File: src/rtl/rxpad_pkg.sv
package rxpad_pkg;
  typedef enum logic [1:0] {
    ST_IDLE,
    ST_HEAD,
    ST_PAD,
    ST_BODY
  } rxpad_state_e;
endpackage

File: src/rtl/rxpad_cfg_capture.sv
module rxpad_cfg_capture #(
  parameter int CB_BYTES  = 8,
  parameter int PRE_BYTES = 8,
  parameter int PAD_W     = 5,
  parameter int L2_W      = 7,
  parameter int TS_W      = 64,
  parameter int IDXW      = 9
) (
  input  logic             clk,
  input  logic             rst_n,
  input  logic             capture,
  input  logic [PAD_W-1:0] cfg_pad_len,
  input  logic             cfg_ts_en,
  input  logic             timer_on,
  input  logic             cfg_cb_present,
  input  logic             cfg_pre_present,
  input  logic [L2_W-1:0]  cfg_l2_off,
  input  logic [TS_W-1:0]  ts_value,
  output logic             pad_live_nz,
  output logic [PAD_W-1:0] pad_q,
  output logic             ts_on_q,
  output logic             cb_q,
  output logic [IDXW-1:0]  da_idx_q,
  output logic [TS_W-1:0]  ts_q
);
  localparam int NB = TS_W / 8;

  logic             ts_live;
  logic [PAD_W-1:0] pad_live;
  logic [IDXW-1:0]  da_live;

  always_comb begin
    ts_live  = cfg_ts_en & timer_on;
    pad_live = (ts_live && (cfg_pad_len < PAD_W'(NB))) ? PAD_W'(NB) : cfg_pad_len;
    da_live  = (cfg_cb_present ? IDXW'(CB_BYTES) : '0)
             + (cfg_pre_present ? IDXW'(PRE_BYTES) : '0)
             + IDXW'({cfg_l2_off, 1'b0});
  end

  assign pad_live_nz = (pad_live != '0);

  always_ff @(posedge clk) begin
    if (!rst_n) begin
      pad_q    <= '0;
      ts_on_q  <= 1'b0;
      cb_q     <= 1'b0;
      da_idx_q <= '0;
      ts_q     <= '0;
    end else if (capture) begin
      pad_q    <= pad_live;
      ts_on_q  <= ts_live;
      cb_q     <= cfg_cb_present;
      da_idx_q <= da_live;
      ts_q     <= ts_value;
    end
  end
endmodule

File: src/rtl/rxpad_pad_gen.sv
module rxpad_pad_gen #(
  parameter int PAD_W = 5,
  parameter int TS_W  = 64
) (
  input  logic             clk,
  input  logic             rst_n,
  input  logic             start,
  input  logic             step,
  input  logic [PAD_W-1:0] pad_len,
  input  logic             ts_on,
  input  logic [TS_W-1:0]  ts,
  output logic [7:0]       pad_byte,
  output logic             pad_last
);
  localparam int NB   = TS_W / 8;
  localparam int SELW = (NB > 1) ? $clog2(NB) : 1;

  logic [PAD_W-1:0] cnt;
  logic [7:0]       ts_bytes [NB];

  for (genvar g = 0; g < NB; g++) begin : g_tsb
    assign ts_bytes[g] = ts[TS_W-1-8*g -: 8];
  end

  always_ff @(posedge clk) begin
    if (!rst_n)     cnt <= '0;
    else if (start) cnt <= '0;
    else if (step)  cnt <= cnt + 1'b1;
  end

  always_comb begin
    pad_byte = 8'h00;
    if (ts_on && (cnt < PAD_W'(NB))) pad_byte = ts_bytes[cnt[SELW-1:0]];
    pad_last = (cnt == pad_len - 1'b1);
  end
endmodule

File: src/rtl/rxpad_idx_ctr.sv
module rxpad_idx_ctr #(
  parameter int IDXW = 9
) (
  input  logic            clk,
  input  logic            rst_n,
  input  logic            clear,
  input  logic            inc,
  output logic [IDXW-1:0] idx
);
  always_ff @(posedge clk) begin
    if (!rst_n)                     idx <= '0;
    else if (clear)                 idx <= '0;
    else if (inc && (idx != '1))    idx <= idx + 1'b1;
  end
endmodule

File: src/rtl/rxpad_inserter.sv
module rxpad_inserter #(
  parameter int CB_BYTES  = 8,
  parameter int PRE_BYTES = 8,
  parameter int PAD_W     = 5,
  parameter int L2_W      = 7,
  parameter int TS_W      = 64
) (
  input  logic             clk,
  input  logic             rst_n,
  input  logic             in_valid,
  output logic             in_ready,
  input  logic [7:0]       in_data,
  input  logic             in_sof,
  input  logic             in_eof,
  input  logic [PAD_W-1:0] cfg_pad_len,
  input  logic             cfg_ts_en,
  input  logic             timer_on,
  input  logic             cfg_cb_present,
  input  logic             cfg_pre_present,
  input  logic [L2_W-1:0]  cfg_l2_off,
  input  logic [TS_W-1:0]  ts_value,
  output logic             out_valid,
  input  logic             out_ready,
  output logic [7:0]       out_data,
  output logic             out_sof,
  output logic             out_eof,
  output logic             out_da_start
);
  import rxpad_pkg::*;

  localparam int DA_MAX = CB_BYTES + PRE_BYTES + 2 * ((1 << L2_W) - 1);
  localparam int IDXW   = $clog2(DA_MAX + 2);
  localparam int CBW    = $clog2(CB_BYTES + 1);

  rxpad_state_e     st, st_nx;
  logic             capture, pass, xfer, first_q, pad_active;
  logic             pad_live_nz, ts_on_q, cb_q, pad_last;
  logic [PAD_W-1:0] pad_q;
  logic [IDXW-1:0]  da_idx_q, idx;
  logic [TS_W-1:0]  ts_q;
  logic [7:0]       pad_byte;
  logic [CBW-1:0]   cb_cnt;

  rxpad_cfg_capture #(
    .CB_BYTES(CB_BYTES), .PRE_BYTES(PRE_BYTES), .PAD_W(PAD_W),
    .L2_W(L2_W), .TS_W(TS_W), .IDXW(IDXW)
  ) u_cfg (
    .clk, .rst_n, .capture,
    .cfg_pad_len, .cfg_ts_en, .timer_on, .cfg_cb_present,
    .cfg_pre_present, .cfg_l2_off, .ts_value,
    .pad_live_nz, .pad_q, .ts_on_q, .cb_q, .da_idx_q, .ts_q
  );

  rxpad_pad_gen #(.PAD_W(PAD_W), .TS_W(TS_W)) u_pad (
    .clk, .rst_n, .start(capture), .step(pad_active & xfer),
    .pad_len(pad_q), .ts_on(ts_on_q), .ts(ts_q),
    .pad_byte, .pad_last
  );

  rxpad_idx_ctr #(.IDXW(IDXW)) u_idx (
    .clk, .rst_n, .clear(capture), .inc(in_valid & in_ready), .idx
  );

  always_comb begin
    capture    = (st == ST_IDLE) && in_valid && in_sof;
    pass       = (st == ST_HEAD) || (st == ST_BODY);
    pad_active = (st == ST_PAD);
    out_valid  = pad_active | (pass & in_valid);
    out_data   = pad_active ? pad_byte : in_data;
    in_ready   = pass & out_ready;
    xfer       = out_valid & out_ready;
    out_sof    = first_q & out_valid;
    out_eof    = pass & in_valid & in_eof;
    out_da_start = pass & in_valid & (idx == da_idx_q);
  end

  always_comb begin
    st_nx = st;
    unique case (st)
      ST_IDLE:
        if (capture)
          st_nx = cfg_cb_present ? ST_HEAD : (pad_live_nz ? ST_PAD : ST_BODY);
      ST_HEAD:
        if (xfer && in_eof)
          st_nx = ST_IDLE;
        else if (xfer && (cb_cnt == CBW'(CB_BYTES - 1)))
          st_nx = (pad_q != '0) ? ST_PAD : ST_BODY;
      ST_PAD:
        if (xfer && pad_last) st_nx = ST_BODY;
      ST_BODY:
        if (xfer && in_eof) st_nx = ST_IDLE;
      default: st_nx = ST_IDLE;
    endcase
  end

  always_ff @(posedge clk) begin
    if (!rst_n) begin
      st      <= ST_IDLE;
      first_q <= 1'b0;
      cb_cnt  <= '0;
    end else begin
      st <= st_nx;
      if (capture)   first_q <= 1'b1;
      else if (xfer) first_q <= 1'b0;
      if (capture)                       cb_cnt <= '0;
      else if (xfer && (st == ST_HEAD))  cb_cnt <= cb_cnt + 1'b1;
    end
  end
endmodule

File: config.mk
export PLATFORM = sky130hd
export DESIGN_NAME = rxpad_inserter
export DESIGN_NICKNAME = d
export VERILOG_FILES = /design/src/rtl/rxpad_pkg.sv /design/src/rtl/rxpad_cfg_capture.sv /design/src/rtl/rxpad_pad_gen.sv /design/src/rtl/rxpad_idx_ctr.sv /design/src/rtl/rxpad_inserter.sv
export SDC_FILE = /design/constraint.sdc
export NUM_CORES = 1
export LEC_CHECK = 0
export ABC_AREA = 0
export BUFFER_PORTS_ARGS = -buffer_cell sky130_fd_sc_hd__clkbuf_2
export CORE_MARGIN = 2
export CORE_UTILIZATION = 28
export CTS_CLUSTER_DIAMETER = 60
export CTS_CLUSTER_SIZE = 10
export DETAILED_ROUTE_END_ITERATION = 8
export HOLD_SLACK_MARGIN = 0.03
export PLACE_DENSITY = 0.49
export SETUP_SLACK_MARGIN = 0.02
export SLEW_MARGIN = 10
export SYNTH_ARGS = -nofsm -noshare
export SYNTH_HDL_FRONTEND = slang
export SYNTH_HIERARCHICAL = 1
export SYNTH_SLANG_ARGS = --single-unit
File: constraint.sdc
create_clock -name clk -period 4.6 [get_ports clk]
set_input_delay 0 -clock clk [delete_from_list [all_inputs] [get_ports clk]]
set_output_delay 0 -clock clk [all_outputs]
set_load 0.01 [all_outputs]
==> results of run 1 <==
-- metrics by stage --
step                      power, W  util (%)
after floorplan           0.001116         -
after CTS                 0.001960     37.51
final                     0.001924     37.51
after global routing      0.002029     37.51
after global placement    0.001186     31.86
after detailed placement  0.001192     31.86
-- placed cells by master (no fill, tap or decap), drive strengths merged, types with 7 or more instances in the layout --
cell / count
nand2: 11
nor2b: 76
mux2: 9
ha: 7
dlygate4sd3: 75
o21ai: 9
nor2: 17
xnor2: 16
a22o: 19
nor3: 12
nand3: 7
a21oi: 12
dfxtp: 99
xor2: 7
or3: 7
inv: 13
mux2i: 106
nand4: 7
clkbuf: 116
-- power by group through the flow --
stage | Clock (W) | Combinational (W) | Sequential, W
2_1_floorplan | 0 | 0.000182 | 0.000933
3_3_place_gp | 0 | 0.000245 | 0.000942
3_5_place_dp | 0 | 0.000249 | 0.000943
4_1_cts | 0.000737 | 0.000300 | 0.000923
5_1_grt | 0.000776 | 0.000325 | 0.000929
6_report | 0.000705 | 0.000296 | 0.000923
-- area by class of cell --
cell class	count	area, sq um	area share [%]
sequential	99	1983	29.33
clock inverter	5	38.79	0.5736
multi-input combinational	358	2873	42.49
timing repair buffer	184	1304	19.28
inverter	12	47.55	0.7032
clock buffer	10	229.0	3.386
tap	229	286.5	4.238
-- registers in the layout, indices dropped and copies added (netlist names) --
name            cells
u_cfg/ts_q         64
u_idx/idx           9
u_cfg/da_idx_q      8
u_cfg/pad_q         5
u_pad/cnt           5
cb_cnt              4
st                  2
first_q             1
u_cfg/ts_on_q       1
-- per-layer routing --
| metal | vias up | track usage [%] | wire (um) |
|---|---|---|---|
| met2 | 52 | 22.62 | 6465 |
| met1 | 1922 | 16.83 | 5850 |
| met3 | 16 | 1.721 | 298 |
| met4 | 0 | 5.421 | 246 |
| met5 | - | 0 | 0 |
| li1 | 2062 | - | - |
-- worst max path at each step --
stage                     cells after the start                          end  slack, ns
after floorplan                               8           st[0]$_SDFFE_PN0P_       2.62
after global placement                        5  u_cfg/ts_q[12]$_SDFFE_PN0P_       2.13
after detailed placement                      5   u_cfg/ts_q[9]$_SDFFE_PN0P_       2.01
after CTS                                     5   u_cfg/ts_on_q$_SDFFE_PN0P_       1.86
after global routing                          5   u_cfg/ts_on_q$_SDFFE_PN0P_       1.66
final                                         5   u_cfg/ts_on_q$_SDFFE_PN0P_       1.86
-- worst max-delay path, stage by stage (launching register included) --
cell and delay [ns]:
dfxtp_1 0.46, nand4bb_1 0.39, inv_4 0.82, nand3_1 0.21, dlygate4sd3_1 0.63, a21boi_1 0.12
==> results.sh, run 1 <==
export IMPL_crit_start="st[0]$_SDFFE_PN0P_"
export IMPL_timing_hold_ws_ns=0.04454
export IMPL_vias_per_cell=4.517
export IMPL_worst_pin_slew_ns=1.104
export IMPL_skew_ns=0.009254
export IMPL_gr_total_overflow=0
export IMPL_switching_power_w=0.0004932
export IMPL_crit_required_ns=4.88
export IMPL_syn_num_nets=603
export IMPL_numCtsBuffers=9
export IMPL_p_int_w=0.001431
export IMPL_tns_ns=0
export IMPL_cts_buffer_depth=2
export IMPL_synth_avg_cell_area_sq_um=10.31
export IMPL_track_usage_pct=13.23
export IMPL_cts_htree_levels=3
export IMPL_setup_viol=0
export IMPL_pwr_share_comb_pct=15.4
export IMPL_clock_fmax_ghz=0.3655
export IMPL_gp_congestion=0.7535
export IMPL_seqPwrFrac_pct=48.0
export IMPL_clk_pin_slew_ns=0.06
export IMPL_rr_worst_depth=5
export IMPL_drv_cap=0
export IMPL_cp_max_fo=71
export IMPL_grt_max_degree=82
export IMPL_floorplan_die_height_um=139.8
export IMPL_p_leak_nw=2.601
export IMPL_clock_insertion_delay_worst_skew_ns=0.35
export IMPL_area_growth_pct=30.94
export IMPL_antenna_left=0
export IMPL_ctsHoldBuffers=75
export IMPL_core_area_sq_um=18020
export IMPL_dp_hpwl_um=9045
export IMPL_power_frac_clock_pct=36.7
export IMPL_fin_crit_ns=2.736
export IMPL_min_from="cfg_l2_off[5]"
export IMPL_fillers=1857
export IMPL_syn_inst=501
export IMPL_syn_area_sq_um=5164
export IMPL_tritoncts="done"
export IMPL_vdd_ir_drop_max_mv=0.2004
export IMPL_place_ws_ns=2.008
export IMPL_holdPathEnd="u_cfg/da_idx_q[6]$_SDFFE_PN0P_"
export IMPL_crit_path_end_kind="flip-flop"
export IMPL_worst_slack_ns=1.864
export IMPL_num_nets_final=766
export IMPL_slew_headroom_pct=26.37
export IMPL_arrival_ns=3.01
export IMPL_fin_area_sq_um=6761
export IMPL_worst_setup_path_start_kind="flip-flop"
export IMPL_drt_iter0_drc=126
export IMPL_initial_core_util_pct=28.65
export IMPL_slew_violations=0
export IMPL_power_density_nw_per_um2=284.5
export IMPL_routed_wl_um=12860
export IMPL_drtPass1Iterations=4
export IMPL_final_layout_size_suffix_gt1_share_pct=21.41
export IMPL_status="finished clean"
export IMPL_drc_errors=0
export IMPL_dieWidth_um=139.8
export IMPL_r2r_slack_ns=1.86
export IMPL_fin_cells=897
export IMPL_post_cts_resized=0
export IMPL_portBuffers=106
export IMPL_hold_path_class="in -> reg"
export IMPL_post_cts_buffers=0
export IMPL_fin_crit_sh_pct=59.47
export IMPL_grt_pass1_vias=4013
export IMPL_antenna_found_initial=0
export IMPL_rsz0062_at_grt="false"
export IMPL_post_drt_wl_per_cell_um=14.34
export IMPL_hold_violations=0
export IMPL_io_pins=107
export IMPL_hold_depth=4
export IMPL_rows=49
export IMPL_clock_sinks=99
export IMPL_die_area_sq_um=19540
export IMPL_regToRegStartpoint="st[0]$_SDFFE_PN0P_"
export IMPL_yosysWarnings=6
export IMPL_num_vias=4052
export IMPL_grt_pass1_wl_um=20600
export IMPL_place_inst=807
export IMPL_num_antenna_cells=0
export IMPL_r2r_end="u_cfg/ts_on_q$_SDFFE_PN0P_"
export IMPL_cts_root_buf="clkbuf_16"
export IMPL_p_sw_share_pct=25.64
export IMPL_post_dp_cell_area_sq_um=5743
export IMPL_worstSetupPathType="reg -> reg"
Power figures use the tool's default switching activity.
==> run 2, diff against run 1 <==
- clock period: 4.6 -> 2.66 ns (I/O delays scaled with it)
==> results.sh, run 2 (synthesis gave the netlist of run 1 again) <==
export IMPL_seqPwrFrac_pct=46.4
export IMPL_worst_slack_ns=0.4400
export IMPL_drt_iter0_drc=170
export IMPL_fin_crit_ns=2.220
export IMPL_clock_sinks=99
export IMPL_tns_ns=0
export IMPL_tritoncts="done"
export IMPL_rsz0062_at_grt="false"
export IMPL_final_util_pct=38.13
export IMPL_power_frac_clock_pct=38.1
export IMPL_fin_crit_sh_pct=83.46
export IMPL_clk_pin_slew_ns=0.07
export IMPL_hold_depth=4
export IMPL_crit_buf_inv=1
export IMPL_power_w=0.003431
export IMPL_status="finished clean"
export IMPL_hold_violations=0
export IMPL_arrival_ns=2.48
export IMPL_antenna_found_initial=0
export IMPL_num_nets_final=772
export IMPL_vias_per_cell=4.479
export IMPL_worst_pin_slew_ns=0.9075
export IMPL_gr_total_overflow=0
export IMPL_slew_violations=0
export IMPL_worst_setup_path_start_kind="flip-flop"
export IMPL_numCtsBuffers=9
export IMPL_largest_reg_flops=64
export IMPL_crit_path_end_kind="flip-flop"
export IMPL_rr_worst_depth=8
export IMPL_cts_root_buf="clkbuf_16"
export IMPL_slowest_stage="dfxtp_1"
export IMPL_core_area_sq_um=18020
export IMPL_worstSetupPathType="reg -> reg"
export IMPL_clock_insertion_delay_worst_skew_ns=0.35
export IMPL_drc_errors=0
export IMPL_die_area_sq_um=19540
export IMPL_skew_ns=0.005657
export IMPL_switching_power_w=0.0009044
export IMPL_top_register="u_cfg/ts_q"
export IMPL_grt_pass1_vias=4269
export IMPL_antenna_left=0
export IMPL_power_density_nw_per_um2=499.2
export IMPL_max_stage_delay_ns=0.43
export IMPL_dieWidth_um=139.8
export IMPL_num_antenna_cells=0
export IMPL_final_cell_mix="mux2i_1 (106), clkbuf_2 (106), dfxtp_1 (98), dlygate4sd3_1 (77), nor2b_1 (76)"
export IMPL_clock_fmax_ghz=0.4505
export IMPL_io_pins=107
export IMPL_rows=49
export IMPL_crit_chain="inv_1 -> ha_1 -> nor2b_1 -> or3_1 -> a311oi_2 -> nand2_1 -> a221o_1 -> a211oi_1"
export IMPL_path_delay_family="compound AO/OA/AOI/OAI gates"
export IMPL_dp_hpwl_um=9357
export IMPL_p_int_w=0.002527
export IMPL_final_layout_size_suffix_gt1_share_pct=22.07
export IMPL_num_vias=4049
export IMPL_holdPathEnd="st[0]$_SDFFE_PN0P_"
export IMPL_largestRegisters="u_cfg/ts_q: 64 flops, u_idx/idx: 9 flops, u_cfg/da_idx_q: 8 flops"
export IMPL_fillers=1825
export IMPL_cts_buffer_depth=2
export IMPL_grt_max_degree=45
export IMPL_track_usage_pct=13.53
export IMPL_routed_wl_um=13120
export IMPL_grt_pass1_wl_um=21350
export IMPL_p_leak_nw=2.655
export IMPL_hold_path_class="in -> reg"
export IMPL_initial_core_util_pct=28.65
export IMPL_timing_hold_ws_ns=0.05055
export IMPL_r2r_slack_ns=0.44
export IMPL_post_drt_wl_per_cell_um=14.51
export IMPL_crit_required_ns=2.92
export IMPL_r2r_end="st[0]$_SDFFE_PN0P_"
export IMPL_cts_htree_levels=3
export IMPL_min_from="in_sof"
export IMPL_post_cts_resized=0
export IMPL_setup_viol=0
export IMPL_slew_headroom_pct=39.37
export IMPL_gp_congestion=0.8072
export IMPL_portBuffers=106
export IMPL_regToRegStartpoint="u_cfg/pad_q[0]$_SDFFE_PN0P_"
export IMPL_pwr_share_comb_pct=15.5
export IMPL_cp_max_fo=5
export IMPL_floorplan_die_height_um=139.8
export IMPL_vdd_ir_drop_max_mv=0.2977
export IMPL_p_sw_share_pct=26.36
export IMPL_drv_cap=0
export IMPL_place_ws_ns=0.5038
export IMPL_drtPass1Iterations=4
export IMPL_area_growth_pct=33.10
run 2: cell types whose count changed in the layout (fill, tap and decap cells not counted):
cell           previous run  this run
dlygate4sd3_1            75        77
clkinvlp_4                1         0
clkbuf_1                  1         0
clkinv_2                  1         0
clkbuf_8                  0         1
buf_12                    0         3
buf_4                     3         4
inv_6                     1         4
run 2: metal layers:
layer  vias to the layer above  GRT usage (%)  share of wire [%]
li1                       2084              -                  -
met1                      1907          16.50                 46
met2                        49          24.03                 51
met3                         9          2.925                2.4
met4                         0          3.684                1.3
met5                         -              0                  0
run 2: per-stage QoR:
stage          cell area (sq um)  cells
2_1_floorplan               5164    501
5_1_grt                     6873    904
3_5_place_dp                5811    811
4_1_cts                     6873    904
6_report                    6873    904
3_3_place_gp                5811    811
run 2: area by class of cell:
cell class	instances	area, sq um	area share, %
multi-input cells	358	2873	41.80
well taps	229	286.5	4.169
clock inverters	6	52.55	0.7646
inverters	12	47.55	0.6918
clock buffers	10	239.0	3.477
repair buffers	190	1391	20.24
flip-flops and latches	99	1983	28.85
run 2: worst max-delay path by stage:
stage                                           start                  to  depth (start not counted)
after detailed placement  u_cfg/pad_q[0]$_SDFFE_PN0P_  st[0]$_SDFFE_PN0P_                          8
after floorplan           u_cfg/pad_q[0]$_SDFFE_PN0P_  st[0]$_SDFFE_PN0P_                          8
after global placement    u_cfg/pad_q[0]$_SDFFE_PN0P_  st[0]$_SDFFE_PN0P_                          8
after CTS                 u_cfg/pad_q[0]$_SDFFE_PN0P_  st[0]$_SDFFE_PN0P_                          8
final                     u_cfg/pad_q[0]$_SDFFE_PN0P_  st[0]$_SDFFE_PN0P_                          8
after global routing      u_cfg/pad_q[0]$_SDFFE_PN0P_  st[0]$_SDFFE_PN0P_                          8
run 2: worst register-to-register path, cell delays in order, from the launching register on:
cell and delay (ns):
dfxtp_1 0.43, inv_1 0.07, ha_1 0.24, nor2b_1 0.14, or3_1 0.36, a311oi_2 0.28
nand2_1 0.08, a221o_1 0.34, a211oi_1 0.19
run 2: power groups by stage:
stage	clock (W)	combinational, W	sequential [W]
after floorplan	0	0.000315	0.00161
after global placement	0	0.000443	0.00162
after detailed placement	0	0.000449	0.00163
after CTS	0.00137	0.000540	0.00159
after global routing	0.00141	0.000586	0.00160
final	0.00131	0.000532	0.00159
run 2: timing repair:
| action | in CTS | in global routing |
|---|---|---|
| endpoints found under the hold margin | 76 | 0 |
| endpoints found under the setup margin | 0 | 0 |
| buffers inserted | 0 | 0 |
| hold buffers | 77 | 0 |
==> run 3, diff against run 2 <==
- clock period: 2.66 -> 2.15 ns (I/O delays scaled with it)
==> results.sh, run 3 (synthesis gave the netlist of run 1 again) <==
export IMPL_numCtsBuffers=9
export IMPL_post_drt_wl_per_cell_um=14.50
export IMPL_clock_fmax_ghz=0.4901
export IMPL_skew_ns=0.004957
export IMPL_vias_per_cell=4.565
export IMPL_rows=49
export IMPL_hold_depth=4
export IMPL_grt_pass1_vias=4231
export IMPL_final_cell_mix="clkbuf_2 (105), mux2i_1 (103), dfxtp_1 (96), nor2b_1 (75), dlygate4sd3_1 (75)"
export IMPL_slew_violations=0
export IMPL_power_density_nw_per_um2=611.0
export IMPL_num_nets_final=773
export IMPL_fin_cells=905
export IMPL_post_cts_buffers=0
export IMPL_fin_crit_ns=2.040
export IMPL_setup_viol=0
export IMPL_status="finished clean"
export IMPL_r2r_end="st[0]$_SDFFE_PN0P_"
export IMPL_holdPathEnd="u_cfg/da_idx_q[6]$_SDFFE_PN0P_"
export IMPL_layout_commonest_cell="clkbuf_2"
export IMPL_antenna_left=0
export IMPL_place_inst=813
export IMPL_min_from="cfg_l2_off[5]"
export IMPL_largest_reg_flops=64
export IMPL_place_ws_ns=0.04794
export IMPL_die_area_sq_um=19540
export IMPL_worst_slack_ns=0.1097
export IMPL_post_dp_cell_area_sq_um=5838
export IMPL_drt_iter0_drc=123
export IMPL_tns_ns=0
export IMPL_drv_cap=0
export IMPL_initial_core_util_pct=28.65
export IMPL_floorplan_die_height_um=139.8
export IMPL_drtPass1Iterations=4
export IMPL_clock_insertion_delay_worst_skew_ns=0.35
export IMPL_rsz0062_at_grt="false"
export IMPL_cts_htree_levels=3
export IMPL_tritoncts="done"
export IMPL_arrival_ns=2.04
export IMPL_slew_headroom_pct=61.57
export IMPL_clk_pin_slew_ns=0.07
export IMPL_cts_buffer_depth=2
export IMPL_hold_violations=0
export IMPL_largestRegisters="u_cfg/ts_q: 64 flops, u_idx/idx: 9 flops, u_cfg/da_idx_q: 8 flops"
export IMPL_crit_required_ns=2.15
export IMPL_area_growth_pct=34.55
export IMPL_grt_pass1_wl_um=21150
export IMPL_antenna_found_initial=0
export IMPL_fin_crit_sh_pct=94.90
export IMPL_top_register="u_cfg/ts_q"
export IMPL_dp_hpwl_um=9352
export IMPL_crit_path_end_kind="output pin"
export IMPL_regToRegStartpoint="u_cfg/pad_q[1]$_SDFFE_PN0P_"
export IMPL_clock_sinks=99
export IMPL_portBuffers=106
export IMPL_grt_max_degree=54
export IMPL_hold_path_class="in -> reg"
export IMPL_rr_worst_depth=8
export IMPL_routed_wl_um=13130
export IMPL_vdd_ir_drop_max_mv=0.3551
export IMPL_fin_area_sq_um=6948
export IMPL_worst_pin_slew_ns=0.5764
export IMPL_worst_setup_path_start_kind="flip-flop"
export IMPL_drc_errors=0
export IMPL_timing_hold_ws_ns=0.05263
export IMPL_final_layout_size_suffix_gt1_share_pct=23.82
export IMPL_num_antenna_cells=0
export IMPL_num_vias=4131
export IMPL_cp_max_fo=16
export IMPL_gp_congestion=0.8041
export IMPL_core_area_sq_um=18020
export IMPL_io_pins=107
export IMPL_dieWidth_um=139.8
export IMPL_p_leak_nw=2.685
export IMPL_cts_root_buf="clkbuf_16"
export IMPL_worstSetupPathType="reg -> out"
export IMPL_gr_total_overflow=0
export IMPL_r2r_slack_ns=0.15
export IMPL_track_usage_pct=13.50
-- run 3: how the worst max path moves through the flow --
stage / from / slack (ns) / end / cells after the start
after floorplan: u_cfg/pad_q[0]$_SDFFE_PN0P_ / 0.17 / st[0]$_SDFFE_PN0P_ / 8
after CTS: u_pad/cnt[0]$_SDFFE_PP0P_ / 0.02 / out_data[7] / 6
after detailed placement: u_cfg/pad_q[1]$_SDFFE_PN0P_ / 0.05 / st[0]$_SDFFE_PN0P_ / 8
after global placement: u_cfg/pad_q[1]$_SDFFE_PN0P_ / 0.14 / st[0]$_SDFFE_PN0P_ / 8
after global routing: u_pad/cnt[0]$_SDFFE_PP0P_ / 0.04 / out_data[5] / 6
final: u_pad/cnt[0]$_SDFFE_PP0P_ / 0.11 / out_data[7] / 6
-- run 3: area by class of cell --
| type | instances | area, sq um |
|---|---|---|
| sequential | 99 | 1988 |
| inverter | 12 | 50.05 |
| clock buffer | 10 | 239.0 |
| tap | 229 | 286.5 |
| fill | 1818 | 11080 |
| multi-input combinational | 358 | 2898 |
| clock inverter | 6 | 55.05 |
| timing repair buffer | 191 | 1431 |
-- run 3: worst max-delay path: stages (launching register included) --
cell and delay (ns):
dfxtp_4 0.42, buf_12 0.21, mux2i_2 0.34, a22o_1 0.23, nor3_2 0.05, mux2_1 0.31, clkbuf_2 0.13
-- run 3: metrics by stage --
stage | power [W] | utilization, %
detailed placement | 0.002570 | 32.39
global placement | 0.002558 | 32.39
floorplan | 0.002387 | -
finish | 0.004245 | 38.55
global route | 0.004475 | 38.55
CTS | 0.004319 | 38.30
-- run 3: repair_timing --
action	in CTS	in global routing
hold endpoints to repair	76	0
gates cloned	0	1
hold buffers	76	0
gates resized for setup	3	10
setup endpoints to repair	3	11
pin swaps	0	2
-- run 3: report_power, final --
part	leakage (nW)	internal (W)	switching (W)
Sequential	0.808	0.00192	0.0000539
Combinational	1.73	0.000377	0.000289
Clock	0.146	0.000842	0.000767
Total	2.68	0.00314	0.00111
-- run 3: metal layers --
layer | track usage (%) | vias up | wire (um) | part of all wire, %
met3 | 2.374 | 19 | 314 | 2.4
met2 | 23.90 | 66 | 6676 | 51
met1 | 16.23 | 1962 | 5850 | 45
li1 | - | 2084 | - | -
met4 | 5.263 | 0 | 284 | 2.2
met5 | 0 | - | 0 | 0
